## config.mk

```make
export PLATFORM = sky130hd
export DESIGN_NAME = packed_half_stepper
export DESIGN_NICKNAME = d
export VERILOG_FILES = /design/src/rtl/hw_step_pkg.sv /design/src/rtl/hw_half_decode.sv /design/src/rtl/hw_reg_bank.sv /design/src/rtl/hw_step_ctrl.sv /design/src/rtl/packed_half_stepper.sv
export SDC_FILE = /design/constraint.sdc
export NUM_CORES = 1
export LEC_CHECK = 0
export BUFFER_PORTS_ARGS = -buffer_cell sky130_fd_sc_hd__buf_4
export CORE_MARGIN = 8
export CORE_UTILIZATION = 55
export DETAILED_ROUTE_END_ITERATION = 10
export PLACE_DENSITY = 0.83
export SYNTH_ARGS = -nofsm -noshare
export SYNTH_HDL_FRONTEND = slang
export SYNTH_HIERARCHICAL = 1
export SYNTH_SLANG_ARGS = --single-unit
export TNS_END_PERCENT = 50
```

## constraint.sdc

```tcl
create_clock -name clk -period 3.7 [get_ports clk]
set_clock_uncertainty 0.05 [all_clocks]
set_input_delay 0.37 -clock clk [delete_from_list [all_inputs] [get_ports clk]]
set_output_delay 0.37 -clock clk [all_outputs]
set_load 0.005 [all_outputs]
```

## src/rtl/hw_step_pkg.sv

```systemverilog
`timescale 1ns/1ps
package hw_step_pkg;

    localparam int HALF_W    = 16;
    localparam int WORD_W    = 2 * HALF_W;
    localparam int CODE_W    = 4;
    localparam int OP_W      = 4;
    localparam int MODE_W    = 2;
    localparam int NUM_REGS  = 3;
    localparam int REG_IDX_W = $clog2(NUM_REGS);
    localparam int FMT_BIT   = 11;

    localparam logic [CODE_W-1:0] CODE_ACC   = 4'b0000;
    localparam logic [CODE_W-1:0] CODE_INDEX = 4'b1000;
    localparam logic [CODE_W-1:0] CODE_STACK = 4'b1111;

    localparam logic [OP_W-1:0]   OP_MOVE    = 4'b0110;
    localparam logic [OP_W-1:0]   OP_SHIFT   = 4'b1011;
    localparam logic [MODE_W-1:0] MODE_IMMQ  = 2'b10;

    typedef enum logic [1:0] {
        ST_IDLE,
        ST_LOAD,
        ST_EXEC,
        ST_SWAP
    } step_state_t;

    typedef struct packed {
        logic [OP_W-1:0]   op;
        logic              fmt;
        logic [CODE_W-1:0] dst;
        logic [MODE_W-1:0] mode;
        logic [CODE_W-1:0] src;
        logic              spare;
    } half_fields_t;

    typedef struct packed {
        logic                 valid;
        logic [REG_IDX_W-1:0] idx;
    } reg_sel_t;

    function automatic half_fields_t split_half(input logic [HALF_W-1:0] h);
        return half_fields_t'(h);
    endfunction

    function automatic reg_sel_t code_lookup(input logic [CODE_W-1:0] code);
        reg_sel_t s;
        s.valid = 1'b1;
        s.idx   = '0;
        case (code)
            CODE_ACC:   s.idx = REG_IDX_W'(0);
            CODE_INDEX: s.idx = REG_IDX_W'(1);
            CODE_STACK: s.idx = REG_IDX_W'(2);
            default:    s.valid = 1'b0;
        endcase
        return s;
    endfunction

endpackage

```

## src/rtl/hw_half_decode.sv

```systemverilog
`timescale 1ns/1ps
module hw_half_decode
    import hw_step_pkg::*;
#(
    parameter int DW = 32
) (
    input  logic [HALF_W-1:0] half_in,
    output half_fields_t      fields,
    output reg_sel_t          dst_sel,
    output reg_sel_t          src_sel,
    output logic              use_imm,
    output logic              op_is_move,
    output logic              op_is_shift,
    output logic [DW-1:0]     imm_ext
);

    localparam int PAD_W = DW - CODE_W;

    always_comb begin
        fields      = split_half(half_in);
        dst_sel     = code_lookup(fields.dst);
        src_sel     = code_lookup(fields.src);
        use_imm     = (fields.mode == MODE_IMMQ);
        op_is_move  = (fields.op == OP_MOVE);
        op_is_shift = (fields.op == OP_SHIFT);
        imm_ext     = {{PAD_W{1'b0}}, fields.src};
    end

endmodule

```

## src/rtl/hw_reg_bank.sv

```systemverilog
`timescale 1ns/1ps
module hw_reg_bank
    import hw_step_pkg::*;
#(
    parameter int DW   = 32,
    parameter int NREG = NUM_REGS
) (
    input  logic                     clk,
    input  logic                     rst,
    input  logic                     wr_en,
    input  reg_sel_t                 wr_sel,
    input  logic [DW-1:0]            wr_data,
    input  reg_sel_t                 rd_a_sel,
    input  reg_sel_t                 rd_b_sel,
    output logic [DW-1:0]            rd_a,
    output logic [DW-1:0]            rd_b,
    output logic [NREG-1:0][DW-1:0]  regs_q
);

    for (genvar g = 0; g < NREG; g++) begin : g_reg
        logic hit;
        assign hit = wr_en && wr_sel.valid && (wr_sel.idx == REG_IDX_W'(g));
        always_ff @(posedge clk) begin
            if (rst) begin
                regs_q[g] <= '0;
            end else if (hit) begin
                regs_q[g] <= wr_data;
            end
        end
    end

    always_comb begin
        rd_a = '0;
        rd_b = '0;
        for (int i = 0; i < NREG; i++) begin
            if (rd_a_sel.valid && (rd_a_sel.idx == REG_IDX_W'(i))) begin
                rd_a = regs_q[i];
            end
            if (rd_b_sel.valid && (rd_b_sel.idx == REG_IDX_W'(i))) begin
                rd_b = regs_q[i];
            end
        end
    end

endmodule

```

## src/rtl/hw_step_ctrl.sv

```systemverilog
`timescale 1ns/1ps
module hw_step_ctrl
    import hw_step_pkg::*;
(
    input  logic        clk,
    input  logic        rst,
    input  logic        fetch_valid,
    input  logic        upper_fmt,
    input  logic        lower_fmt,
    output step_state_t state,
    output logic        load_ir,
    output logic        swap_ir,
    output logic        half_flag,
    output logic        last_cycle
);

    step_state_t state_n;

    always_comb begin
        state_n    = state;
        load_ir    = 1'b0;
        swap_ir    = 1'b0;
        last_cycle = 1'b0;
        case (state)
            ST_IDLE: begin
                if (fetch_valid && !upper_fmt) begin
                    load_ir = 1'b1;
                    state_n = ST_LOAD;
                end
            end
            ST_LOAD: state_n = ST_EXEC;
            ST_EXEC: begin
                if (half_flag) begin
                    last_cycle = 1'b1;
                    state_n    = ST_IDLE;
                end else begin
                    state_n = ST_SWAP;
                end
            end
            ST_SWAP: begin
                if (lower_fmt) begin
                    last_cycle = 1'b1;
                    state_n    = ST_IDLE;
                end else begin
                    swap_ir = 1'b1;
                    state_n = ST_LOAD;
                end
            end
            default: state_n = ST_IDLE;
        endcase
    end

    always_ff @(posedge clk) begin
        if (rst) begin
            state     <= ST_IDLE;
            half_flag <= 1'b0;
        end else begin
            state <= state_n;
            if (load_ir) begin
                half_flag <= 1'b0;
            end else if (swap_ir) begin
                half_flag <= 1'b1;
            end
        end
    end

endmodule

```

## src/rtl/packed_half_stepper.sv

```systemverilog
`timescale 1ns/1ps
module packed_half_stepper
    import hw_step_pkg::*;
#(
    parameter int DW = 32
) (
    input  logic              clk,
    input  logic              rst,
    input  logic              fetch_valid,
    input  logic [31:0]       fetch_word,
    input  logic [DW-1:0]     res_in,
    output logic              busy,
    output logic              second_half,
    output logic              exec_stb,
    output logic              done,
    output logic [3:0]        op_code,
    output logic              is_move,
    output logic              is_shift,
    output logic [DW-1:0]     a_path,
    output logic [DW-1:0]     b_path,
    output logic [DW-1:0]     ac_q,
    output logic [DW-1:0]     ix_q,
    output logic [DW-1:0]     sp_q
);

    localparam int NREG = NUM_REGS;

    logic [WORD_W-1:0]       ir_q;
    logic [DW-1:0]           md_q;
    step_state_t             st;
    logic                    load_ir;
    logic                    swap_ir;
    logic                    half_flag;
    logic                    last_cycle;
    half_fields_t            fld;
    reg_sel_t                dsel;
    reg_sel_t                ssel;
    logic                    use_imm;
    logic                    mv_w;
    logic                    sh_w;
    logic [DW-1:0]           imm_ext;
    logic [DW-1:0]           rd_src;
    logic [DW-1:0]           rd_dst;
    logic [NREG-1:0][DW-1:0] regs_q;
    logic                    wr_en;

    hw_step_ctrl u_ctrl (
        .clk        (clk),
        .rst        (rst),
        .fetch_valid(fetch_valid),
        .upper_fmt  (fetch_word[HALF_W + FMT_BIT]),
        .lower_fmt  (ir_q[FMT_BIT]),
        .state      (st),
        .load_ir    (load_ir),
        .swap_ir    (swap_ir),
        .half_flag  (half_flag),
        .last_cycle (last_cycle)
    );

    hw_half_decode #(.DW(DW)) u_dec (
        .half_in    (ir_q[WORD_W-1:HALF_W]),
        .fields     (fld),
        .dst_sel    (dsel),
        .src_sel    (ssel),
        .use_imm    (use_imm),
        .op_is_move (mv_w),
        .op_is_shift(sh_w),
        .imm_ext    (imm_ext)
    );

    hw_reg_bank #(.DW(DW), .NREG(NREG)) u_bank (
        .clk     (clk),
        .rst     (rst),
        .wr_en   (wr_en),
        .wr_sel  (dsel),
        .wr_data (res_in),
        .rd_a_sel(ssel),
        .rd_b_sel(dsel),
        .rd_a    (rd_src),
        .rd_b    (rd_dst),
        .regs_q  (regs_q)
    );

    always_ff @(posedge clk) begin
        if (rst) begin
            ir_q <= '0;
        end else if (load_ir) begin
            ir_q <= fetch_word;
        end else if (swap_ir) begin
            ir_q <= {ir_q[HALF_W-1:0], {HALF_W{1'b0}}};
        end
    end

    always_ff @(posedge clk) begin
        if (rst) begin
            md_q <= '0;
        end else if (st == ST_LOAD) begin
            if (use_imm) begin
                md_q <= imm_ext;
            end else if (ssel.valid) begin
                md_q <= rd_src;
            end else begin
                md_q <= '0;
            end
        end
    end

    assign wr_en       = (st == ST_EXEC) && dsel.valid && (use_imm || ssel.valid);
    assign busy        = (st != ST_IDLE);
    assign second_half = half_flag;
    assign exec_stb    = (st == ST_EXEC);
    assign done        = last_cycle;
    assign op_code     = fld.op;
    assign is_move     = mv_w;
    assign is_shift    = sh_w;
    assign a_path      = md_q;
    assign b_path      = rd_dst;
    assign ac_q        = regs_q[0];
    assign ix_q        = regs_q[1];
    assign sp_q        = regs_q[2];

endmodule

```

==> results of run 1 <==
## metal layers
layer | up-vias | wire length, um | GRT usage
li1 | 3512 | - | -
met1 | 3533 | 10940 | 0.2908
met2 | 248 | 13090 | 0.4441
met3 | 34 | 2006 | 0.07012
met4 | 0 | 566 | 0.09284
met5 | - | 0 | 0
## stage by stage
step / area [um^2] / hold slack (ns) / total power (W) / utilization / setup slack [ns]
3_5_place_dp: 10380 / 0.4392 / 0.002620 / 0.6559 / 0.7949
3_3_place_gp: 10380 / 0.4289 / 0.002602 / 0.6559 / 0.9086
2_1_floorplan: 8952 / 0.3824 / 0.002372 / - / 1.801
4_1_cts: 10950 / 0.1226 / 0.004321 / 0.6918 / 0.4176
6_report: 10950 / 0.1385 / 0.004298 / 0.6918 / 0.4072
5_1_grt: 10950 / 0.1266 / 0.004458 / 0.6918 / 0.2846
## flip-flops by register name, summed over array words and instances (netlist names)
signal            cells
a_path               32
ir_q                 29
u_bank/regs_q        96
u_ctrl/half_flag      1
u_ctrl/state          2
## layout by cell type (no fill, tap or decap), drive strengths merged, types with 3 or more instances in the layout
cell,n
clkinv,3
nand2b,134
o22ai,64
nor2b,6
inv,3
nor3,34
a221oi,32
a21oi,16
or2,3
nor2,61
clkbuf,26
conb,28
dfxtp,160
mux2,14
nand2,64
mux2i,175
buf,250
nor3b,15
## power by group
part / internal, W / leakage [nW] / switching (W)
logic: 0.000314 / 3.16 / 0.000422
clock network: 0.00104 / 0.278 / 0.000666
registers: 0.00179 / 1.30 / 0.0000580
## area by class of cell
| type | count | area (um^2) | area share |
|---|---|---|---|
| multi-input cells | 663 | 4995 | 0.4562 |
| flip-flops and latches | 160 | 3203 | 0.2925 |
| repair buffers | 250 | 1902 | 0.1737 |
| clock buffers | 26 | 489.2 | 0.04468 |
| well taps | 216 | 270.3 | 0.02468 |
| clock inverters | 5 | 78.83 | 0.007199 |
| inverters | 3 | 11.26 | 0.001028 |
## worst max-delay path, stage by stage, from the launching register on
cell	delay, ns
dfxtp_1	0.36
and4_4	0.30
or2_2	0.49
nand2b_2	0.65
o22ai_1	0.46
buf_4	0.18
## final timing paths
path                                startpoint                 to  slack, ns  cells after the start
worst max-delay path                  ir_q[25]          b_path[6]       0.41                      5
worst min-delay path            fetch_word[13]           ir_q[13]       0.14                      3
worst max register to register        ir_q[25]  u_bank/regs_q[65]       0.75                      5
worst min register to register      a_path[31]         a_path[31]       0.45                      2
==> run metrics, run 1 <==
GRT Total Usage 0.2543; Final min period 3.293 ns; Final Slew Violations 0; area of the die 0.02041 mm^2; H-Tree Depth 4; die height 142.9 um; initial antenna violation count 0; routability cong. 0.7950; fin nets 1162; syn_area_per_cell 9.642 um^2; layout cell share with drive strength beyond 1 0.3342; ANT nets after route 0; # diodes 0; drt total wl 26600 um; endpoint type of the worst setup path primary output; mapped cell area 0.008851 mm^2; grt total ovfl 0; highest clock rate 0.3037 GHz; clock latency on the worst-skew pair 0.42 ns; Rows 46; Post-CTS Setup Inserts 0; # resized after CTS 0; hold buffers post-CTS 0; vias in the first global route 7526; CTS tree yes; Slew @ Worst Pin 1.182 ns; CP Launch Type flop; Die Width 142.9 um; outcome finished, final reports clean; Min-Delay Path Class in -> reg; WP data required 3.28 ns; Clock Sinks 160; 1st-pass router iterations 5; Worst-path clk slew 0.06 ns; RSZ-0062 raised after global routing false; Vias 7327; crit share post-route 0.8900; fin cells 1323; first-pass GRT wire length 40640 um; Max rail drop VDD 0.3097 mV; I/O pin total 237; post-placement cell count 1292; via/cell ratio 5.538; Slew Limit Headroom 0.2117; largest net degree at the start of global routing 82; Setup Crit Path Kind reg -> out; Final Hold Viols 0; setup TNS 0 ns; Max-cap violations 0; Final setup viols 0; CTS Buf Count 17; clock tree buffer depth 2; cell chosen for the clock root clkbuf_16; LEAKAGE 4.733 nW; Pwr Density 392.5 mW/mm^2; Core Area 0.01583 mm^2; Detailed Route Iter0 Violations 401; fillcell total 1232; Area growth syn-to-layout 23.71%; drt drc 0; drt wl/cell 20.11 um; Worst Path Arrival 2.87 ns; I/O Buffers 234; Initial Util 0.5592; YS warnings 6; CP Max Fanout 32; Post-DP HPWL 17460 um; Gate Count Post-Synth 918
(Power assumes the default switching activity.)
==> run 2, diff against run 1 <==
BUFFER_PORTS_ARGS = not set   (was -buffer_cell sky130_fd_sc_hd__buf_4)
CAP_MARGIN = 0   (was not set)
DONT_BUFFER_PORTS = 1   (was not set)
GPL_ROUTABILITY_DRIVEN = 0   (was not set)
PLACE_DENSITY = 0.7   (was 0.83)
==> run 2 against run 1 <==
Effect of this change: cell area shrank 15%; register-to-register slack gained 0.20 ns; non-clock buffer count shrank 237; core utilization shrank 11 points; critical path depth shrank 1; highest routed layer unchanged; sequential share of layout area grew 5.3 points; sequential power is essentially flat; largest cell class unchanged; clock power grew 15%; hold slack lost 0.095 ns; final cell count shrank 18%; sequential cell count is the same.
==> run metrics, run 2 (synthesized netlist as in run 1, its figures left out) <==
Final Slew Violations 0 (unchanged); critical-path cell list and4_4 > or2_2 > nand2b_2 > o22ai_1; clock latency on the worst-skew pair 0.42 ns (about the same); H-Tree Depth 4 (unchanged); Hold Path Cell Cnt 2 (-1); Clock Sinks 160 (unchanged); most frequent cells in the layout mux2i_1, dfxtp_1, nand2b_1, nand2_1, o22ai_1; LEAKAGE 3.528 nW (-25%); Final setup viols 0 (unchanged); Max rail drop VDD 0.3232 mV (+4.3%); Die Width 142.9 um (unchanged); GRT Total Usage 0.2348 (-0.01958); CTS Buf Count 17 (unchanged); slowest CP cell nand2b_2; highest clock rate 0.3374 GHz (+11%); Post-DP HPWL 15630 um (-11%); RSZ-0062 raised after global routing false; WP data required 3.28 ns (about the same); HP Start fetch_word[10]; Min-Delay Path Class in -> reg; CP Max Fanout 32 (unchanged); max reg flops 96 (unchanged); drt drc 0 (unchanged); die height 142.9 um (unchanged); family with the most delay on the worst path simple AND/OR/NAND/NOR gates; I/O pin total 237 (unchanged); commonest non-fill, non-tap cell in the layout mux2i_1; endpoint type of the worst setup path primary output; Worst Path Arrival 2.54 ns (-0.33 ns); CTS tree yes; grt total ovfl 0 (unchanged); CP Launch Type flop; fin nets 925 (-20%); # diodes 0 (unchanged); Slew Limit Headroom 0.2221 (+0.01040); area of the die 0.02041 mm^2 (unchanged); Total Power Consumption 0.004387 W (+2.1%); crit share post-route 0.8010 (-0.08895); R2R depth 6 (+1); Max-cap violations 0 (unchanged); Setup Crit Path Kind reg -> out; initial antenna violation count 0 (unchanged); R2R Path End u_bank/regs_q[93]; 1st-pass router iterations 5 (unchanged); drt total wl 24590 um (-7.5%); first-pass GRT wire length 37210 um (-8.4%); Crit path buffers/inverters 0 (-1); Worst-path clk slew 0.06 ns (about the same); layout cell share with drive strength beyond 1 0.1596 (-0.1746); setup TNS 0 ns (unchanged); clock tree buffer depth 2 (unchanged); I/O Buffers 0 (-100%); vias in the first global route 6304 (-16%); Hold Path Sink ir_q[10]; worst r2r src ir_q[20]; wire length on met3 2325 um (+16%); Biggest register u_bank/regs_q; Vias 6424 (-12%); Post-CTS Setup Inserts 0 (unchanged); largest net degree at the start of global routing 132 (+61%); Initial Util 0.5592 (unchanged); via/cell ratio 5.910 (+6.7%); Slew @ Worst Pin 1.167 ns (-0.01559 ns); Area growth syn-to-layout 4.736%; crit-path max cell delay 0.58 ns (-0.07 ns); wire length on met1 10390 um (-5.0%); Core Area 0.01583 mm^2 (unchanged); max layer used met4; cell chosen for the clock root clkbuf_16; Final Hold Viols 0 (unchanged); Final min period 2.964 ns (-0.3291 ns); Rows 46 (unchanged); WL met2 11430 um (-13%); setup slack, reg-to-reg 0.95 ns (+0.20 ns); drt wl/cell 22.62 um (+13%); Pwr Density 473.2 mW/mm^2 (+21%); ANT nets after route 0 (unchanged); outcome finished, final reports clean; Detailed Route Iter0 Violations 381 (-5.0%)
-- run 2: cell types whose count changed in the layout (fill, tap and decap cells not counted) --
cell,delta
clkinvlp_4,+3
bufinv_16,+3
clkinv_4,-1
clkinv_2,-1
buf_16,+1
clkbuf_8,-1
inv_6,+3
buf_12,-1
buf_4,-237
clkbuf_1,-5
-- run 2: per-stage QoR --
step / hold WS [ns] / utilization / cells / setup slack, ns / cell area, um^2
6_report: 0.04355 / 0.5857 / 1087 / 0.7363 / 9270
5_1_grt: 0.02448 / 0.5857 / 1087 / 0.5682 / 9270
4_1_cts: 0.02295 / 0.5857 / 1087 / 0.7209 / 9270
3_5_place_dp: 0.4033 / 0.5422 / 1054 / 0.9736 / 8582
3_3_place_gp: 0.4023 / 0.5422 / 1054 / 0.9900 / 8582
2_1_floorplan: 0.3824 / - / 945 / 1.801 / 8952
-- run 2: power by group --
part / switching, W / total, W / internal, W
clock network: 0.000727 / 0.00197 / 0.00124
logic: 0.000351 / 0.000551 / 0.000200
registers: 0.0000768 / 0.00187 / 0.00179
total: 0.00115 / 0.00439 / 0.00323
-- run 2: worst max path at each step --
| stage | start | endpoint | depth (start not counted) |
|---|---|---|---|
| after floorplan | ir_q[25] | b_path[0] | 6 |
| after global placement | ir_q[20] | u_bank/regs_q[93] | 6 |
| after detailed placement | ir_q[20] | u_bank/regs_q[82] | 6 |
| after CTS | ir_q[25] | b_path[30] | 4 |
| after global routing | ir_q[25] | b_path[9] | 4 |
| final | ir_q[25] | b_path[30] | 4 |
-- run 2: layer usage --
metal  global-route usage  vias up
li1                     -     3036
met1               0.2868     3105
met2               0.3773      251
met3              0.08548       32
met4              0.07327        0
met5                    0        -
-- run 2: cell type report --
| cell class | instances | area [um^2] |
|---|---|---|
| timing repair buffer | 13 | 130.1 |
| sequential | 160 | 3203 |
| tap | 216 | 270.3 |
| fill | 1372 | 6558 |
| clock buffer | 20 | 456.7 |
| clock inverter | 12 | 203.9 |
| inverter | 3 | 11.26 |
| multi-input combinational | 663 | 4995 |
-- run 2: what timing repair did --
action / in CTS / in global routing
resized for setup: 0 / 0
hold buffers: 1 / 0
hold endpoints to repair: 63 / 0
==> run 3, diff against run 2 <==
PLACE_DENSITY = 0.73   (was 0.7)
clock period = 2.7 ns   (was 3.7 ns; I/O delays follow)
==> run 3 against run 2 <==
Effect of this change: sequential share of layout area is 1.8 points lower; core utilization is 3.3 points higher; cell area is 5.6% higher; combinational power is 54% higher; critical endpoint is now b_path[5]; largest cell class unchanged; largest power group unchanged.
==> run metrics, run 3 (synthesized netlist as in run 1, its figures left out) <==
Vias 6673 (+3.9%); drt wl/cell 22.82 um (+0.88%); max reg flops 96 (unchanged); Clock Sinks 160 (unchanged); Worst Path Arrival 2.22 ns (-0.32 ns); LEAKAGE 3.776 nW (+7.0%); via/cell ratio 5.879 (-0.52%); endpoint type of the worst setup path primary output; crit-path max cell delay 0.36 ns (-0.22 ns); I/O pin total 237 (unchanged); I/O Buffers 0 (unchanged); Final setup viols 0 (unchanged); RSZ-0062 raised after global routing false; fin nets 973 (+5.2%); Die Width 142.9 um (unchanged); H-Tree Depth 4 (unchanged); Setup Crit Path Kind reg -> out; Max-cap violations 0 (unchanged); highest clock rate 0.3931 GHz; post-placement cell count 1070 (+1.5%); GRT Total Usage 0.2461 (+0.01137); setup TNS 0 ns (unchanged); clock latency on the worst-skew pair 0.42 ns (about the same); Rows 46 (unchanged); most frequent cells in the layout mux2i_1, dfxtp_1, nand2b_1, nand2_1, o22ai_1; drt total wl 25900 um (+5.3%); Final Hold Viols 0 (unchanged); Hold Path Cell Cnt 2 (unchanged); vias in the first global route 6716 (+6.5%); Slew Limit Headroom 0.3922 (+0.1701); crit-path most repeated cell buf_4; CP Max Fanout 38 (+19%); grt total ovfl 0 (unchanged); ANT nets after route 0 (unchanged); fin cells 1135 (+4.4%); commonest non-fill, non-tap cell in the layout mux2i_1; WP data required 2.38 ns (-0.90 ns); fin worst setup slack 0.1564 ns (-0.5799 ns); slowest CP cell dfxtp_1; Final min period 2.544 ns; CP Launch Type flop; setup slack, reg-to-reg 0.23 ns (-0.72 ns); family with the most delay on the worst path buffers and inverters; # diodes 0 (unchanged); Register Area 0.003203 mm^2 (unchanged); pre-CTS WS 0.2692 ns (-0.7044 ns); Crit path buffers/inverters 3 (+3); 1st-pass router iterations 5 (unchanged); Area growth syn-to-layout 10.59%; outcome finished, final reports clean; Final Slew Violations 0 (unchanged); die height 142.9 um (unchanged); cell chosen for the clock root clkbuf_16; Worst-path clk slew 0.07 ns (about the same); R2R depth 7 (+1); Detailed Route Iter0 Violations 321 (-16%); drt drc 0 (unchanged); layout cell share with drive strength beyond 1 0.1697 (+0.01016); CTS Buf Count 17 (unchanged); Max rail drop VDD 0.5660 mV (+75%); crit share post-route 0.9421; worst r2r src ir_q[20]; largest net degree at the start of global routing 105 (-20%); CTS tree yes; Hold Path Sink u_bank/regs_q[68]; clock tree buffer depth 2 (unchanged); Initial Util 0.5592 (unchanged); Post-CTS Setup Inserts 0 (unchanged); Slew @ Worst Pin 0.9098 ns (-0.2571 ns); Min-Delay Path Class in -> reg; Core Area 0.01583 mm^2 (unchanged); first-pass GRT wire length 38890 um (+4.5%); HP Start rst; R2R Path End u_bank/regs_q[49]; Biggest register u_bank/regs_q; Post-DP HPWL 16240 um (+3.9%); Pwr Density 622.4 mW/mm^2 (+32%); initial antenna violation count 0 (unchanged); area of the die 0.02041 mm^2 (unchanged); fillcell total 1335 (-2.7%); critical-path cell list and4_4 > or2_2 > buf_8 > nand2b_2 > buf_4 > o22ai_1 > buf_4; area of the multi-input gates 0.004995 mm^2 (unchanged)
run 3: changes by cell type in the layout (fill, tap and decap cells not counted), sizes merged:
| cell | previous run | this run |
|---|---|---|
| clkbuf | 20 | 18 |
| dlygate4sd3 | 0 | 31 |
| inv | 6 | 7 |
| buf | 13 | 30 |
| clkinv | 1 | 2 |
run 3: cell type report:
cell class | count | area share
Timing Repair Buffer | 61 | 0.06647
Inverter | 3 | 0.001150
Clock inverter | 14 | 0.02339
Tap cell | 216 | 0.02761
Multi-Input combinational cell | 663 | 0.5103
Clock buffer | 18 | 0.04385
Sequential cell | 160 | 0.3272
run 3: stage by stage:
| step | hold slack (ns) | total power [W] | utilization | instance area [um^2] |
|---|---|---|---|---|
| 6_report | 0.01483 | 0.006092 | 0.6184 | 9788 |
| 4_1_cts | 0.003576 | 0.006122 | 0.6179 | 9781 |
| 3_3_place_gp | 0.2982 | 0.003342 | 0.5538 | 8765 |
| 2_1_floorplan | 0.2824 | 0.003251 | - | 8952 |
| 3_5_place_dp | 0.3025 | 0.003360 | 0.5538 | 8765 |
| 5_1_grt | 0.005423 | 0.006309 | 0.6184 | 9788 |
run 3: per-layer routing:
layer / global-route usage / part of all wire / vias to the layer above
met4: 0.06767 / 0.012 / 0
met2: 0.4176 / 0.49 / 266
li1: - / - / 3142
met3: 0.08447 / 0.092 / 24
met1: 0.2892 / 0.41 / 3241
met5: 0 / 0 / -
run 3: worst max path at each step:
stage,from,to,slack (ns),depth (start not counted)
finish,ir_q[23],b_path[5],0.16,7
global route,ir_q[23],b_path[5],0.03,7
CTS,ir_q[23],b_path[5],0.004,7
detailed placement,ir_q[20],u_bank/regs_q[56],0.27,7
global placement,ir_q[20],u_bank/regs_q[85],0.29,7
floorplan,ir_q[22],u_bank/regs_q[43],0.90,8
run 3: power by group:
group          leakage [nW]  switching, W  internal, W
Clock                 0.312       0.00102      0.00166
Sequential             1.30     0.0000978      0.00246
Combinational          2.17      0.000522     0.000329
run 3: what timing repair did:
| item | in CTS | in global routing |
|---|---|---|
| setup endpoints to repair | 0 | 21 |
| gates resized for setup | 0 | 3 |
| hold buffers | 33 | 0 |
| hold endpoints to repair | 104 | 0 |
